==> config.mk <==
export PLATFORM = sky130hd
export DESIGN_NAME = branch_resolver
export DESIGN_NICKNAME = d
export VERILOG_FILES = /design/src/rtl/bru_pkg.sv /design/src/rtl/bru_cond_eval.sv /design/src/rtl/bru_target_calc.sv /design/src/rtl/branch_resolver.sv
export SDC_FILE = /design/constraint.sdc
export NUM_CORES = 1
export LEC_CHECK = 0
export CORE_MARGIN = 2
export CORE_UTILIZATION = 39
export DETAILED_ROUTE_END_ITERATION = 16
export PLACE_DENSITY = 0.77
export SYNTH_ARGS = -nofsm -noshare
export SYNTH_HDL_FRONTEND = slang
export SYNTH_SLANG_ARGS = --single-unit
==> constraint.sdc <==
create_clock -name clk -period 3.25 [get_ports clk]
set_clock_uncertainty 0.2 [all_clocks]
set_input_delay 0.65 -clock clk [delete_from_list [all_inputs] [get_ports clk]]
set_output_delay 0.65 -clock clk [all_outputs]
set_load 0.1 [all_outputs]
==> src/rtl/bru_pkg.sv <==
package bru_pkg;

    typedef enum logic [1:0] {
        KIND_SHORT    = 2'd0,
        KIND_NEAR_REL = 2'd1,
        KIND_NEAR_IND = 2'd2,
        KIND_FAR      = 2'd3
    } jump_kind_e;

    localparam int COND_W = 5;

    typedef enum logic [COND_W-1:0] {
        C_ALWAYS = 5'd0,
        C_ZERO   = 5'd1,
        C_NZERO  = 5'd2,
        C_CARRY  = 5'd3,
        C_NCARRY = 5'd4,
        C_SIGN   = 5'd5,
        C_NSIGN  = 5'd6,
        C_OVF    = 5'd7,
        C_NOVF   = 5'd8,
        C_PAR    = 5'd9,
        C_NPAR   = 5'd10,
        C_SGT    = 5'd11,
        C_SLE    = 5'd12,
        C_SGE    = 5'd13,
        C_SLT    = 5'd14,
        C_UA     = 5'd15,
        C_UBE    = 5'd16
    } cond_e;

    localparam int NUM_FLAGS = 5;

    typedef struct packed {
        logic parity;
        logic ovf;
        logic sign;
        logic carry;
        logic zero;
    } flags_t;

endpackage

==> src/rtl/bru_cond_eval.sv <==
module bru_cond_eval
    import bru_pkg::*;
(
    input  flags_t            flags,
    input  logic [COND_W-1:0] sel,
    output logic              hit
);
    localparam int SINGLE_N = 2 * NUM_FLAGS;

    logic [NUM_FLAGS-1:0] flag_vec;
    logic [SINGLE_N-1:0]  single_hit;
    logic                 s_eq_o;

    assign flag_vec = flags;
    assign s_eq_o   = (flags.sign == flags.ovf);

    // Even slot: flag set; odd slot: flag clear. Selector k (1..10) maps to slot k-1.
    for (genvar i = 0; i < NUM_FLAGS; i++) begin : g_single
        assign single_hit[2*i]   = flag_vec[i];
        assign single_hit[2*i+1] = ~flag_vec[i];
    end

    always_comb begin
        hit = 1'b0;
        if (sel == C_ALWAYS) begin
            hit = 1'b1;
        end else if (sel <= C_NPAR) begin
            hit = single_hit[sel - 5'd1];
        end else begin
            unique case (sel)
                C_SGT:   hit = ~flags.zero & s_eq_o;
                C_SLE:   hit = flags.zero | ~s_eq_o;
                C_SGE:   hit = s_eq_o;
                C_SLT:   hit = ~s_eq_o;
                C_UA:    hit = ~flags.carry & ~flags.zero;
                C_UBE:   hit = flags.carry | flags.zero;
                default: hit = 1'b0;
            endcase
        end
    end

    // selectors past the defined range never hit.
    always_comb begin
        if (sel > C_UBE) a_r5_undefined_never_hit: assert (!hit);
    end
endmodule

==> src/rtl/bru_target_calc.sv <==
module bru_target_calc
    import bru_pkg::*;
#(
    parameter int IP_W    = 16,
    parameter int SEG_W   = 16,
    parameter int SHORT_W = 8
) (
    input  logic [1:0]            kind,
    input  logic [IP_W+SEG_W-1:0] operand,
    input  logic [IP_W-1:0]       ip_base,
    input  logic [SEG_W-1:0]      cs_base,
    output logic [IP_W-1:0]       tgt_ip,
    output logic [SEG_W-1:0]      tgt_cs
);
    localparam int EXT_W = IP_W - SHORT_W;

    logic [IP_W-1:0] short_ext;
    logic [IP_W-1:0] addend;
    logic [IP_W-1:0] rel_sum;
    logic [IP_W-1:0] span;

    assign short_ext = {{EXT_W{operand[SHORT_W-1]}}, operand[SHORT_W-1:0]};
    // One adder serves both relative kinds.
    assign addend    = (jump_kind_e'(kind) == KIND_SHORT) ? short_ext : operand[IP_W-1:0];
    assign rel_sum   = ip_base + addend;

    always_comb begin
        tgt_cs = cs_base;
        unique case (jump_kind_e'(kind))
            KIND_SHORT, KIND_NEAR_REL: tgt_ip = rel_sum;
            KIND_NEAR_IND:             tgt_ip = operand[IP_W-1:0];
            KIND_FAR: begin
                tgt_ip = operand[IP_W-1:0];
                tgt_cs = operand[IP_W+SEG_W-1:IP_W];
            end
            default:                   tgt_ip = ip_base;
        endcase
    end

    // a short target stays within -128..+127 of the base pointer.
    assign span = tgt_ip - ip_base;
    always_comb begin
        if (jump_kind_e'(kind) == KIND_SHORT)
            a_r6_short_in_range: assert ((&span[IP_W-1:SHORT_W-1]) || !(|span[IP_W-1:SHORT_W-1]));
    end
endmodule

==> src/rtl/branch_resolver.sv <==
module branch_resolver
    import bru_pkg::*;
#(
    parameter int IP_W    = 16,
    parameter int SEG_W   = 16,
    parameter int SHORT_W = 8
) (
    input  logic                  clk,
    input  logic                  rst_n,
    input  logic                  req_valid,
    input  logic                  flag_zero,
    input  logic                  flag_carry,
    input  logic                  flag_sign,
    input  logic                  flag_ovf,
    input  logic                  flag_parity,
    input  logic [4:0]            cond_sel,
    input  logic [1:0]            jump_kind,
    input  logic [IP_W+SEG_W-1:0] operand,
    input  logic [IP_W-1:0]       ip_next,
    input  logic [SEG_W-1:0]      cs_cur,
    output logic                  res_valid,
    output logic                  res_taken,
    output logic [IP_W-1:0]       res_ip,
    output logic [SEG_W-1:0]      res_cs
);
    typedef struct packed {
        logic             valid;
        logic             taken;
        logic [IP_W-1:0]  ip;
        logic [SEG_W-1:0] cs;
    } res_t;

    flags_t           flags;
    logic             cond_hit;
    logic [IP_W-1:0]  tgt_ip;
    logic [SEG_W-1:0] tgt_cs;
    res_t             res_d, res_q;

    assign flags = '{parity: flag_parity, ovf: flag_ovf, sign: flag_sign,
                     carry: flag_carry, zero: flag_zero};

    bru_cond_eval i_cond (
        .flags (flags),
        .sel   (cond_sel),
        .hit   (cond_hit)
    );

    bru_target_calc #(
        .IP_W    (IP_W),
        .SEG_W   (SEG_W),
        .SHORT_W (SHORT_W)
    ) i_target (
        .kind    (jump_kind),
        .operand (operand),
        .ip_base (ip_next),
        .cs_base (cs_cur),
        .tgt_ip  (tgt_ip),
        .tgt_cs  (tgt_cs)
    );

    always_comb begin
        res_d       = res_q;
        res_d.valid = req_valid;
        if (req_valid) begin
            res_d.taken = cond_hit;
            res_d.ip    = cond_hit ? tgt_ip : ip_next;
            res_d.cs    = cond_hit ? tgt_cs : cs_cur;
        end
    end

    always_ff @(posedge clk) begin
        if (!rst_n) res_q <= '0;
        else        res_q <= res_d;
    end

    assign res_valid = res_q.valid;
    assign res_taken = res_q.taken;
    assign res_ip    = res_q.ip;
    assign res_cs    = res_q.cs;

    // a sampled request yields a result on the next cycle.
    a_r11_result_follows: assert property (@(posedge clk) disable iff (!rst_n)
        req_valid |=> res_valid);

    // outputs hold while idle.
    a_r11_hold_idle: assert property (@(posedge clk) disable iff (!rst_n)
        !req_valid |=> ($stable(res_ip) && $stable(res_cs) && $stable(res_taken) && !res_valid));

    // a not-taken result passes pointer and segment through.
    a_r10_pass_through: assert property (@(posedge clk) disable iff (!rst_n)
        (req_valid && !cond_hit) |=> (res_ip == $past(ip_next) && res_cs == $past(cs_cur)));

    // only a far request may change the code segment.
    a_r9_segment_only_far: assert property (@(posedge clk) disable iff (!rst_n)
        (req_valid && jump_kind != 2'd3) |=> (res_cs == $past(cs_cur)));

    // selector 0 is always taken.
    a_r5_always_taken: assert property (@(posedge clk) disable iff (!rst_n)
        (req_valid && cond_sel == 5'd0) |=> res_taken);
endmodule

==> results of run 1 <==
## critical path, delay by kind of cell
kind | cells | cell delay [ns]
AOI/OAI and AO/OA | 5 | 0.87
adders and majority gates | 1 | 0.16
buffers and inverters | 4 | 0.69
muxes | 1 | 0.21
and+or+nand+nor | 1 | 0.44
## cells by family (layout without fill, tap and decap cells)
group	after synthesis	after routing
compound gates	127	127
xor+xnor	17	17
fa+ha+maj	21	21
buf+inv	31	178
flops	34	34
mux	23	23
simple gates	90	90
## metrics by stage
step           hold slack, ns  total power [mW]
2_1_floorplan          0.6049             1.002
3_5_place_dp           0.2565             1.296
4_1_cts                0.2770             1.632
5_1_grt                0.2920             1.724
3_3_place_gp           0.2647             1.281
6_report               0.2800             1.642
## final cells by class
type	instances	area (µm²)	area share, %
Timing Repair Buffer	159	1424	33.09
Tap cell	80	100.1	2.326
Clock buffer	6	82.58	1.919
Inverter	11	41.29	0.9596
Sequential cell	34	680.7	15.82
Multi-Input combinational cell	278	1962	45.59
Clock inverter	2	12.51	0.2908
## path summary, 6_finish.rpt
kind | startpoint | to | slack (ns)
max | cond_sel[1] | res_cs[5] | 0.15
min | res_ip[14] | res_ip[14] | 0.28
min reg2reg | res_ip[14] | res_ip[14] | 0.28
max reg2reg | res_ip[15] | res_ip[15] | 2.24
## synth_stat cells, drive strengths merged, types with 2 or more instances
cell type	count
buf	2
clkbuf	18
a211o	4
a211oi	6
nand4	8
inv	11
a32o	3
nor2	17
o21ai	45
nand3	4
o2bb2ai	4
mux2i	21
nor3	4
o21a	4
dfxtp	34
nand3b	6
mux2	2
nand2	33
xor2	8
ha	20
a31oi	6
a21o	5
nor2b	8
and3	3
a21oi	35
xnor2	9
o311ai	6
and2	2
## power by group through the flow
stage | combinational, mW | sequential [mW] | clock (mW)
5_1_grt | 0.900 | 0.474 | 0.350
4_1_cts | 0.830 | 0.470 | 0.333
6_report | 0.845 | 0.470 | 0.326
2_1_floorplan | 0.275 | 0.727 | 0
3_5_place_dp | 0.817 | 0.479 | 0
3_3_place_gp | 0.802 | 0.479 | 0
## sequential cells by signal, summed over array words and instances, names as in the netlist
signal,count
res_cs,16
res_ip,16
res_valid,1
res_taken,1
## what timing repair did
item / 4_1_cts / 5_1_grt
pin swaps: 1 / 1
endpoints found under the setup margin: 33 / 21
resized for setup: 11 / 15
cloned: 1 / 0
## routing by layer
layer | vias to the layer above | wire [µm] | global-route usage (%)
met2 | 100 | 4300 | 39.97
met1 | 1396 | 3781 | 27.48
li1 | 1562 | - | -
met4 | 0 | 176 | 5.455
met5 | - | 0 | 0
met3 | 14 | 440 | 2.275
==> results by group, run 1 <==
Synth
  • Yosys warning total: 0
  • Synthesized cell area: 2695 µm²
  • Synth area leaders: dfxtp_1, ha_1, o21ai_0
  • Post-synthesis compound-gate area fraction: 29.39%
  • Yosys cell types: 46
  • Net count after synthesis: 443
  • Seq/Total Area, Yosys: 25.26%
  • Synthesized area per cell: 7.857 µm²
  • Async set-reset flop share out of synthesis: 0%
  • Simple-gate portion of the synthesized area: 16.30%
  • XOR/XNOR Fraction of Synth Area: 5.525%
  • Post-synth EDFFs: 0
  • Multiplexer share of the synthesized area: 8.774%
  • Main synth FF type: dfxtp_1
  • Main combinational cell family by area after synthesis: compound AO/OA/AOI/OAI gates
  • Largest area contributor in the netlist: dfxtp_1
  • Post-synthesis adder-cell area fraction: 10.03%
  • Mapped Cells: 343
  • Share of the synthesized area in the top cell type: 25.26%
  • Post-synthesis register bit count: 34

Critical path
  • Crit Path Category: primary input to flop
  • Crit path max-delay cell type: or3b_2
  • Worst reg2reg path depth: 2
  • CP Max Fanout: 8
  • CP max stage delay: 0.44 ns
  • Crit start category: primary input
  • Critical path required time: 3.19 ns
  • CP endpoint kind: flop
  • CP Cell Sequence: dlygate4sd2_1, buf_6, ha_1, or3b_2, o221ai_1, a211oi_1, a211o_1, buf_4, a21oi_4, buf_16, mux2i_1, a21oi_1
  • Signal arrival time at the worst endpoint: 3.03 ns

Pwr
  • Switching share of power: 41.88%
  • Pwr/cell area: 381.5 nW/µm²
  • Worst vdd ir: 167.5 µV
  • Pint: 0.9542 mW
  • Flop pwr share: 28.7%
  • P_sw: 0.6874 mW
  • Static leakage: 1.836 nW
  • Combinational Power Share: 51.5%
  • Power share of the clock group: 19.9%

Clocking
  • Num CTS Buffers: 5
  • Hold_buf cts: 0
  • Max H-tree Level: 2
  • Sink Count: 34
  • CTS root buffer: clkbuf_8
  • Clk pin slew, worst setup/hold paths: 0.07 ns
  • CTS tree: done
  • Clk_lat worst skew: 0.27 ns
  • Worst-case clock buffer depth: 2
  • Setup Buffers After CTS: 0

Worst hold path
  • Hold Path Depth: 1
  • Hold Path Class: flop to flop

STA
  • Final WS setup: 0.1520 ns
  • RSZ-0062 raised after global routing: false
  • Least-Margin Pin Slew: 0.5190 ns
  • Final Max Slew Viols: 0
  • Final setup violation count: 0
  • Minimum clock period: 3.098 ns
  • Relative slew slack: 65.40%
  • Final period utilization: 95.32%
  • Setup TNS: 0 ns
  • Max Freq: 322.8 MHz
  • Final Hold Fails: 0

Layout
  • Final core occ: 63.69%
  • Fin cells: 570
  • # fillers: 599
  • Share of layout cells above drive strength 1: 21.84%
  • Layout area overhead: 59.66%
  • Most common cell after layout, fill and taps aside: buf_4
  • Final nets: 589
  • Cell area after layout: 4303 µm²
  • ANT cells: 0
  • Commonest non-fill, non-tap cells in the layout: buf_4, clkdlybuf4s50_1, o21ai_0

Drt
  • Via Count: 3072
  • DR WL/cell: 15.26 µm
  • DR vias/cell: 5.389
  • Antenna-violating nets left: 0
  • Residual DRC count: 0
  • DRT iter0 DRCs: 154
  • DRT Wirelength: 8.697 mm
  • DR pass1 iterations: 4

Place
  • I/O Buffers: 112
  • Placed insts: 561
  • Placer Congestion: 0.9486
  • Detailed Place HPWL: 6.799 mm
  • Post-DP Area: 4098 µm²
  • Pre-CTS WS: -0.4687 ns

Floorplanning
  • Die W: 87.13 µm
  • Number of placement rows: 30
  • Initial Util: 39.89%
  • Core Area: 6756 µm²
  • Die height: 87.13 µm
  • I/O Pins: 113
  • Die ar.: 7592 µm²

Global route
  • Antenna violations before repair: 0
  • First-pass GRT wire length: 13.61 mm
  • Largest net degree at the start of global routing: 32
  • Total gr overflow: 0
  • Total GRT Usage: 21.92%
  • Number of global-route vias before repair: 2984

Status
  • Outcome: finished clean

Flow run
  • Max-cap violation count: 0
Note: power is estimated with default switching activity, not from simulation.
==> run 2: changes to the inputs <==
--- a/config.mk
+++ b/config.mk
@@ -12,3 +12,4 @@
 export SYNTH_ARGS = -nofsm -noshare
 export SYNTH_HDL_FRONTEND = slang
 export SYNTH_SLANG_ARGS = --single-unit
+export TNS_END_PERCENT = 100
==> results of run 2 <==
No change in the layout: final DEF, timing and power equal those of run 1.
